**config.mk**
```make
export PLATFORM = sky130hd
export DESIGN_NAME = txs_stage
export DESIGN_NICKNAME = d
export VERILOG_FILES = /design/src/rtl/txs_pkg.sv /design/src/rtl/txs_fifo.sv /design/src/rtl/txs_ctrl.sv /design/src/rtl/txs_irq.sv /design/src/rtl/txs_stage.sv
export SDC_FILE = /design/constraint.sdc
export NUM_CORES = 1
export LEC_CHECK = 0
export ABC_AREA = 1
export BUFFER_PORTS_ARGS = -buffer_cell sky130_fd_sc_hd__buf_2
export CAP_MARGIN = 30
export CORE_UTILIZATION = 60
export CTS_CLUSTER_SIZE = 14
export DETAILED_ROUTE_END_ITERATION = 10
export PLACE_DENSITY = 0.79
export SETUP_SLACK_MARGIN = 0.2
export SYNTH_ARGS = -nofsm -noshare
export SYNTH_HDL_FRONTEND = slang
export SYNTH_SLANG_ARGS = --single-unit
```
**constraint.sdc**
```tcl
create_clock -name clk -period 4.1 [get_ports clk]
set_input_delay 0.41 -clock clk [delete_from_list [all_inputs] [get_ports clk]]
set_output_delay 0.41 -clock clk [all_outputs]
set_load 0.005 [all_outputs]
```
**src/rtl/txs_pkg.sv**
```systemverilog
`timescale 1ns/1ps
package txs_pkg;
  localparam int unsigned TXS_DATA_W = 8;
  localparam int unsigned TXS_DEPTH  = 8;

  typedef enum logic [0:0] {
    IRQ_SRC_BUF = 1'b0,
    IRQ_SRC_SHF = 1'b1
  } irq_src_e;

  localparam int unsigned TXS_IRQ_N = 2;
endpackage

```
**src/rtl/txs_fifo.sv**
```systemverilog
`timescale 1ns/1ps
module txs_fifo #(
  parameter int unsigned DATA_W = 8,
  parameter int unsigned DEPTH  = 8,
  localparam int unsigned ADDR_W = (DEPTH > 1) ? $clog2(DEPTH) : 1,
  localparam int unsigned CNT_W  = $clog2(DEPTH + 1)
) (
  input  logic              clk,
  input  logic              rst,
  input  logic              fifo_en,
  input  logic              push,
  input  logic              pop,
  input  logic [DATA_W-1:0] din,
  output logic [DATA_W-1:0] head,
  output logic              empty,
  output logic              full,
  output logic [CNT_W-1:0]  count_nxt
);
  localparam logic [ADDR_W-1:0] LAST_ADDR = ADDR_W'(DEPTH - 1);

  logic [DATA_W-1:0] mem [DEPTH];
  logic [ADDR_W-1:0] wr_ptr, rd_ptr;
  logic [CNT_W-1:0]  count;
  logic [CNT_W-1:0]  cap;

  // Capacity follows the mode: full depth, or one slot as a holding register.
  assign cap   = fifo_en ? CNT_W'(DEPTH) : CNT_W'(1);
  assign empty = (count == '0);
  assign full  = (count >= cap);
  assign head  = mem[rd_ptr];

  assign count_nxt = count + CNT_W'(push) - CNT_W'(pop);

  // Storage without reset so it maps onto RAM.
  always_ff @(posedge clk) begin
    if (push) mem[wr_ptr] <= din;
  end

  always_ff @(posedge clk) begin
    if (rst) begin
      wr_ptr <= '0;
      rd_ptr <= '0;
      count  <= '0;
    end else begin
      if (push) wr_ptr <= (wr_ptr == LAST_ADDR) ? '0 : wr_ptr + ADDR_W'(1);
      if (pop)  rd_ptr <= (rd_ptr == LAST_ADDR) ? '0 : rd_ptr + ADDR_W'(1);
      count <= count_nxt;
    end
  end
endmodule

```
**src/rtl/txs_ctrl.sv**
```systemverilog
`timescale 1ns/1ps
module txs_ctrl #(
  parameter int unsigned DATA_W = 8,
  parameter int unsigned DEPTH  = 8,
  localparam int unsigned CNT_W = $clog2(DEPTH + 1)
) (
  input  logic              clk,
  input  logic              rst,
  input  logic              wr_en,
  input  logic [DATA_W-1:0] wr_data,
  input  logic              shift_done,
  input  logic [DATA_W-1:0] q_head,
  input  logic              q_empty,
  input  logic              q_full,
  input  logic [CNT_W-1:0]  q_count_nxt,
  output logic              q_push,
  output logic              q_pop,
  output logic              buf_empty_d,
  output logic              shf_empty_d,
  output logic              ld_valid,
  output logic [DATA_W-1:0] ld_data,
  output logic              buf_empty,
  output logic              shf_empty,
  output logic              overrun
);
  logic free;
  logic direct;
  logic drop;
  logic busy_d;

  // The shifter can take a byte if it is idle or finishing this cycle.
  assign free   = shf_empty | shift_done;
  assign q_pop  = free & ~q_empty;
  assign direct = free & q_empty & wr_en;
  assign q_push = wr_en & ~direct & (~q_full | q_pop);
  assign drop   = wr_en & ~direct & q_full & ~q_pop;

  assign busy_d      = free ? (q_pop | direct) : 1'b1;
  assign shf_empty_d = ~busy_d;
  assign buf_empty_d = (q_count_nxt == '0);

  always_ff @(posedge clk) begin
    if (rst) begin
      ld_valid  <= 1'b0;
      ld_data   <= '0;
      buf_empty <= 1'b1;
      shf_empty <= 1'b1;
      overrun   <= 1'b0;
    end else begin
      ld_valid  <= q_pop | direct;
      if (q_pop)       ld_data <= q_head;
      else if (direct) ld_data <= wr_data;
      buf_empty <= buf_empty_d;
      shf_empty <= shf_empty_d;
      if (drop) overrun <= 1'b1;
    end
  end
endmodule

```
**src/rtl/txs_irq.sv**
```systemverilog
`timescale 1ns/1ps
module txs_irq #(
  parameter int unsigned N = 2
) (
  input  logic         clk,
  input  logic         rst,
  input  logic [N-1:0] flag_d,
  input  logic [N-1:0] irq_en,
  output logic [N-1:0] irq
);
  // One registered request per source, updated on the same edge as its flag.
  for (genvar i = 0; i < N; i++) begin : g_src
    always_ff @(posedge clk) begin
      if (rst) irq[i] <= 1'b0;
      else     irq[i] <= flag_d[i] & irq_en[i];
    end
  end
endmodule

```
**src/rtl/txs_stage.sv**
```systemverilog
`timescale 1ns/1ps
module txs_stage
  import txs_pkg::*;
#(
  parameter int unsigned DATA_W = TXS_DATA_W,
  parameter int unsigned DEPTH  = TXS_DEPTH,
  localparam int unsigned CNT_W = $clog2(DEPTH + 1)
) (
  input  logic              clk,
  input  logic              rst,
  input  logic              wr_en,
  input  logic [DATA_W-1:0] wr_data,
  input  logic              fifo_en,
  input  logic              shift_done,
  input  logic              buf_irq_en,
  input  logic              shf_irq_en,
  output logic              ld_valid,
  output logic [DATA_W-1:0] ld_data,
  output logic              buf_empty,
  output logic              shf_empty,
  output logic              buf_irq,
  output logic              shf_irq,
  output logic              overrun
);
  logic              q_push, q_pop, q_empty, q_full;
  logic [DATA_W-1:0] q_head;
  logic [CNT_W-1:0]  q_count_nxt;
  logic              buf_empty_d, shf_empty_d;
  logic [TXS_IRQ_N-1:0] flag_d, irq_en, irq;

  txs_fifo #(.DATA_W(DATA_W), .DEPTH(DEPTH)) u_fifo (
    .clk       (clk),
    .rst       (rst),
    .fifo_en   (fifo_en),
    .push      (q_push),
    .pop       (q_pop),
    .din       (wr_data),
    .head      (q_head),
    .empty     (q_empty),
    .full      (q_full),
    .count_nxt (q_count_nxt)
  );

  txs_ctrl #(.DATA_W(DATA_W), .DEPTH(DEPTH)) u_ctrl (
    .clk         (clk),
    .rst         (rst),
    .wr_en       (wr_en),
    .wr_data     (wr_data),
    .shift_done  (shift_done),
    .q_head      (q_head),
    .q_empty     (q_empty),
    .q_full      (q_full),
    .q_count_nxt (q_count_nxt),
    .q_push      (q_push),
    .q_pop       (q_pop),
    .buf_empty_d (buf_empty_d),
    .shf_empty_d (shf_empty_d),
    .ld_valid    (ld_valid),
    .ld_data     (ld_data),
    .buf_empty   (buf_empty),
    .shf_empty   (shf_empty),
    .overrun     (overrun)
  );

  assign flag_d[IRQ_SRC_BUF] = buf_empty_d;
  assign flag_d[IRQ_SRC_SHF] = shf_empty_d;
  assign irq_en[IRQ_SRC_BUF] = buf_irq_en;
  assign irq_en[IRQ_SRC_SHF] = shf_irq_en;

  txs_irq #(.N(TXS_IRQ_N)) u_irq (
    .clk    (clk),
    .rst    (rst),
    .flag_d (flag_d),
    .irq_en (irq_en),
    .irq    (irq)
  );

  assign buf_irq = irq[IRQ_SRC_BUF];
  assign shf_irq = irq[IRQ_SRC_SHF];
endmodule

```
==> results of run 1 <==
-- worst max-delay path by stage --
stage	start	endpoint	slack, ns
6_report	u_fifo.count[2]	u_fifo.mem[5][7]	1.68
5_1_grt	u_fifo.count[2]	u_ctrl.buf_empty	1.43
4_1_cts	u_fifo.count[2]	u_fifo.mem[3][3]	1.67
3_5_place_dp	fifo_en	u_fifo.mem[3][6]	1.51
3_3_place_gp	fifo_en	u_fifo.mem[3][6]	1.63
2_1_floorplan	fifo_en	u_fifo.mem[0][0]	1.83
-- area by class of cell --
type	instances	area, um^2
clock buffers	12	147.6
clock inverters	4	25.02
fillers	484	2043
inverters	41	156.4
multi-input cells	241	1219
flip-flops and latches	91	2462
well taps	77	96.34
repair buffers	34	200.2
-- flip-flops by register name (all words and copies together), names as in the netlist, named ones only --
register / cells
u_fifo.count: 4
u_irq.irq: 2
u_fifo.wr_ptr: 3
u_ctrl.ld_data: 8
u_fifo.mem: 64
u_ctrl.overrun: 1
u_ctrl.ld_valid: 1
u_ctrl.shf_empty: 1
u_fifo.rd_ptr: 3
u_ctrl.buf_empty: 1
-- critical path: stages, from the launching register on --
cell,delay (ns)
dfxtp_1,0.38
inv_1,0.07
ha_1,0.24
nand3_4,0.12
nand2_4,0.13
nand2_4,0.13
nand2_4,0.11
nor3_1,0.85
-- metrics by stage --
stage | setup WS (ns) | util | hold slack [ns] | total power [W]
after detailed placement | 1.511 | 0.6459 | 0.4548 | 0.002275
after global routing | 1.433 | 0.6782 | 0.2822 | 0.002988
after CTS | 1.674 | 0.6731 | 0.2821 | 0.002801
after floorplan | 1.833 | - | 0.4642 | 0.002035
after global placement | 1.632 | 0.6416 | 0.4485 | 0.002222
final | 1.682 | 0.6782 | 0.2885 | 0.002810
-- metal layers --
metal	global-route usage	share of wire
met2	0.3867	0.48
met5	0	0
met4	0.1285	0.027
met1	0.3529	0.44
met3	0.04175	0.061
-- cell usage in the layout (no fill, tap or decap), drive strengths merged --
cell    instances
xnor2           1
or2             1
clkinv          3
fa              1
clkbuf         15
o21a            1
nand2         100
dfxtp          27
ha             10
nor3            8
nand3          40
buf            31
inv            42
o211a           1
o21ai          21
a21oi          22
nand4           2
nor2           33
edfxtp         64
-- cells by family (layout without fill, tap and decap cells) --
logic type | count (synthesis) | in the layout | synth area share
AO/OA/AOI/OAI | 45 | 45 | 0.06359
XOR/XNOR | 1 | 1 | 0.002215
adder cells (fa/ha/maj) | 11 | 11 | 0.03670
buffers and inverters | 57 | 91 | 0.06928
flip-flops | 91 | 91 | 0.6226
AND/OR/NAND/NOR | 184 | 184 | 0.2056
-- where the power goes --
group	leakage (nW)	internal, W	switching, W
sequential	0.802	0.00113	0.000124
clock	0.0966	0.000242	0.000295
combinational	0.914	0.000366	0.000648
==> impl_results.md, run 1 <==
- Die area: 0.006921 mm^2
- Setup crit end kind: flip-flop
- Most common cell in the netlist: nand2_1
- Cts hold-fix bufs: 0
- Critical path data required time: 4.08 ns
- MaxCap Viol Count: 0
- Hold EP: u_irq.irq[0]
- Top FF cell, synth: edfxtp_1
- Leakage: 1.812 nW
- Peak VDD IR: 0.0004584 V
- Final cell count without fillers: 500
- Max_slew headroom: 0.2670
- Final GP Congestion: 0.8701
- Layout cell share with drive strength beyond 1: 0.1608
- Post-route design area: 0.004307 mm^2
- Placed insts: 479
- R2R depth: 7
- Unique cell type count in the Yosys netlist: 31
- Total grt overflow: 0
- EDFF count, synth: 64
- Cells after synthesis: 389
- Syn Area/Cell: 10.17 um^2
- Setup Viol. Count Final: 0
- Drt wl/cell: 16.45 um
- Routed via count: 2791
- First-pass GRT wire length: 13230 um
- Post-synth ARST share: 0
- Outcome: finished clean
- Largest net degree at the start of global routing: 33
- Starting Density: 0.6229
- Ant diodes: 0
- Buffers on Ports: 28
- DP HPWL: 5700 um
- Critical Path Source Type: flip-flop
- R2R Setup Slk: 1.68 ns
- Total GRT Usage: 0.2531
- IO Pins: 29
- Worst hold path stage count: 3
- CTS H-tree lvls: 3
- Hold Startpoint: buf_irq_en
- Slew Viols, Final: 0
- Post-CTS setup buffer count: 0
- CP max FO: 14
- Synthesized Nets: 415
- CP arrival: 2.39 ns
- Yosys reg bits: 91
- Chip width: 83.19 um
- Final wirelength: 8226 um
- Unrepaired setup endpoints after global routing: false
- Vias in the first global route: 2644
- CORE AREA: 0.006350 mm^2
- Pwr dens: 652.4 mW/mm^2
- Synth top cells by count: nand2_1 (94), edfxtp_1 (64), nand3_1 (38), inv_1 (36), nor2_1 (32)
- Final Cycle Share: 0.5897
- Area delta synth->final: 8.890%
- R2R Path Start: u_fifo.count[2]
- Drt pass-1 iters: 5
- Antenna-violating nets left: 0
- F_max: 0.4136 GHz
- Worst skew pair latency: 0.35 ns
- Clock transition at path regs: 0.09 ns
- Area of placed instances: 0.004101 mm^2
- Yosys top cell by area: edfxtp_1
- HP Class: in2reg
- Final Hold Viols: 0
- Drt initial violations: 242
- Slew at the pin closest to its max-slew limit: 1.091 ns
- Sequential fraction of the synthesis area: 0.6226
- Final min period: 2.418 ns
- Die Span Y: 83.19 um
- CTS root buf: clkbuf_8
- CTS Sinks: 91
- Initial antenna violation count: 0
- Warning count from the yosys run: 0
- Top cells by area, synth: edfxtp_1 (49%), dfxtp_1 (14%), nand2_1 (8.9%), nand3_1 (4.8%), inv_1 (3.4%)
- CTS tree: yes
- Yosys top cell area share: 0.4859
- FP Rows: 29
- Cells resized by post-CTS repair: 0
- Cell Area, Synth: 0.003955 mm^2
- Clock buffer depth: 2
- Post-route DRC: 0
- Final nets: 444
- Crit Path Category: reg2reg
- Routed vias/inst: 5.582
- Worst Clk Skew: 0.01520 ns
- CTS Buf Count: 9
- Worst r2r dst: u_fifo.mem[5][7]
- Final TNS setup: 0 ns
Power figures use the tool's default switching activity.
==> run 2: changes to the inputs <==
- CORE_UTILIZATION: 60 -> 54
- PLACE_DENSITY: 0.79 -> 0.76
- clock period: 4.1 -> 2 ns (I/O delays scaled with it)
==> run 2 against run 1 <==
Compared with the run above: the flow now finishes with violations (negative setup slack); die area up 11%; combinational power rose to 2.9 times the previous value; fmax up 12%; critical path depth up 9; core utilization up 2.6 points; sequential power up 100%; register-to-register slack worse by 1.8 ns; global-route usage down 1.4 points; total power up 140%; cell area up 14%; largest cell class unchanged.
==> impl_results.md, run 2 (synthesized netlist as in run 1, its figures left out) <==
- Top flop regs: u_fifo.mem x64, u_ctrl.ld_data x8, u_fifo.count x4
- Outcome: complete, but fails checks
- Setup Viol. Count Final: 11 (+11)
- Routed via count: 2834 (+1.5%)
- CTS Buf Count: 9 (unchanged)
- R2R depth: 16 (+9)
- Slew at the pin closest to its max-slew limit: 0.5260 ns (-0.5651 ns)
- Top reg by flops: u_fifo.mem
- Clock transition at path regs: 0.09 ns (about the same)
- Slew Viols, Final: 0 (unchanged)
- Pwr dens: 1369 mW/mm^2 (+110%)
- Critical path data required time: 2.30 ns (-1.78 ns)
- CTS tree: yes
- Final hold slack: 0.07305 ns (-0.2155 ns)
- CP arrival: 2.46 ns (+0.07 ns)
- Unrepaired setup endpoints after global routing: true
- HP Class: in2reg
- Buffers on Ports: 28 (unchanged)
- Vias in the first global route: 2777 (+5.0%)
- Initial antenna violation count: 0 (unchanged)
- Peak VDD IR: 0.001131 V (+150%)
- Antenna-violating nets left: 0 (unchanged)
- R2R Setup Slk: -0.16 ns (-1.84 ns)
- Commonest non-fill, non-tap cell in the layout: nand2_1
- Final Cycle Share: 1.078 (+0.4887)
- First-pass GRT wire length: 13430 um (+1.5%)
- Crit path from: u_fifo.count[0]
- Setup crit end kind: flip-flop
- Worst Clk Skew: 0.01141 ns (-0.003787 ns)
- Starting Density: 0.5695 (-0.05331)
- Layout cell share with drive strength beyond 1: 0.2772 (+0.1164)
- CTS Sinks: 91 (unchanged)
- IO Pins: 29 (unchanged)
- Cts hold-fix bufs: 0 (unchanged)
- CTS root buf: clkbuf_8
- Most frequent cells in the layout: nand2_1 (91), edfxtp_1 (64), nand3_1 (37)
- Failing checks: negative setup slack
- Final min period: 2.157 ns (-0.2610 ns)
- Max_slew headroom: 0.6488 (+0.3819)
- Worst skew pair latency: 0.37 ns (+0.02 ns)
- Fin worst setup slack: -0.1569 ns (-1.839 ns)
- DP HPWL: 5457 um (-4.3%)
- F_max: 0.4636 GHz (+12%)
- R2R Path Start: u_fifo.count[0]
- Drt pass-1 iters: 4 (-1)
- Worst setup path end: u_irq.irq[0]
- Power Total: 0.006702 W (+140%)
- CORE AREA: 0.006944 mm^2 (+9.4%)
- Max reg flops: 64 (unchanged)
- Post-route DRC: 0 (unchanged)
- Drt wl/cell: 15.36 um (-6.6%)
- Critical-path cell list: inv_2 > ha_4 > inv_2 > nor2_1 > nand2_1 > nand3_2 > nand2_4 > nand3_2 > nand2_2 > ha_4 > inv_2 > fa_2 > xnor2_2 > nor2_1 > nand4_1 > nor2_1
- Critical Path Source Type: flip-flop
- Critical Path Slowest Stage Cell: dfxtp_2
- Die Span Y: 87.58 um (+5.3%)
- Final Hold Viols: 0 (unchanged)
- Final GP Congestion: 0.7851 (-9.8%)
- FP Rows: 30 (+3.4%)
- Multi-input gate area: 0.001421 mm^2 (+17%)
- CP max FO: 2 (-12)
- Largest net degree at the start of global routing: 33 (unchanged)
- Final wirelength: 8401 um (+2.1%)
- Fill count: 513 (+6.0%)
- Sequential cell area: 0.002466 mm^2 (+0.15%)
- Total grt overflow: 0 (unchanged)
- Area delta synth->final: 23.73%
- MaxCap Viol Count: 0 (unchanged)
- Final nets: 472 (+6.3%)
- Worst r2r dst: u_irq.irq[0]
- Max incr delay on CP: 0.34 ns (-0.51 ns)
- Worst hold path stage count: 3 (unchanged)
- CTS H-tree lvls: 3 (unchanged)
- Leakage: 2.035 nW (+12%)
- Routed vias/inst: 5.181 (-7.2%)
- Drt initial violations: 183 (-24%)
- Die area: 0.007670 mm^2 (+11%)
- Crit Path Category: reg2reg
- Chip width: 87.58 um (+5.3%)
- Total GRT Usage: 0.2396 (-0.01353)
- Clock buffer depth: 2 (unchanged)
- Final core utilization: 0.7047 (+0.02646)
- Ant diodes: 0 (unchanged)
-- run 2: layer usage --
| layer | part of all wire | GRT usage |
|---|---|---|
| met5 | 0 | 0 |
| met4 | 0.015 | 0.08644 |
| met3 | 0.039 | 0.06409 |
| met2 | 0.53 | 0.4219 |
| met1 | 0.42 | 0.2829 |
-- run 2: critical path, delay by kind of cell, from the launching register on --
family	cells	cell delay (ns)
flops	1	0.34
buf+inv	3	0.15
fa+ha+maj	3	0.68
simple gates	9	0.77
xor+xnor	1	0.14
-- run 2: final cells by class --
class                   instances  share of cell area
clock inverters                 6             0.01099
inverters                      41             0.03196
multi-input cells             241              0.2905
well taps                      96             0.02455
clock buffers                  10             0.02813
repair buffers                 62              0.1099
flip-flops and latches         91              0.5040
-- run 2: worst min-delay path by stage --
stage | start | to | slack [ns]
after floorplan | wr_data[0] | u_fifo.mem[0][0] | 0.30
after global placement | buf_irq_en | u_irq.irq[0] | 0.42
after detailed placement | buf_irq_en | u_irq.irq[0] | 0.43
after CTS | buf_irq_en | u_irq.irq[0] | 0.05
after global routing | buf_irq_en | u_irq.irq[0] | 0.07
final | buf_irq_en | u_irq.irq[0] | 0.07
-- run 2: metrics by stage --
stage               cell area, um^2  setup WS [ns]  std cells  setup TNS (ns)
floorplan                      4105       -0.07297        389         -0.1200
global placement               4514        -0.2279        520         -0.4959
global route                   4893        -0.2548        547          -4.328
finish                         4893        -0.1569        547         -0.3955
CTS                            4858        -0.1047        546         -0.1865
detailed placement             4514        -0.2914        520         -0.7206
-- run 2: power by group --
part	switching (W)	internal [W]
combinational	0.00170	0.00126
sequential	0.000198	0.00233
clock	0.000704	0.000512
total	0.00260	0.00410
-- run 2: what timing repair did --
item,4_1_cts,5_1_grt
setup buffers,10,1
endpoints found under the setup margin,69,72
pin swaps,13,7
cloned,0,0
resized for setup,17,7
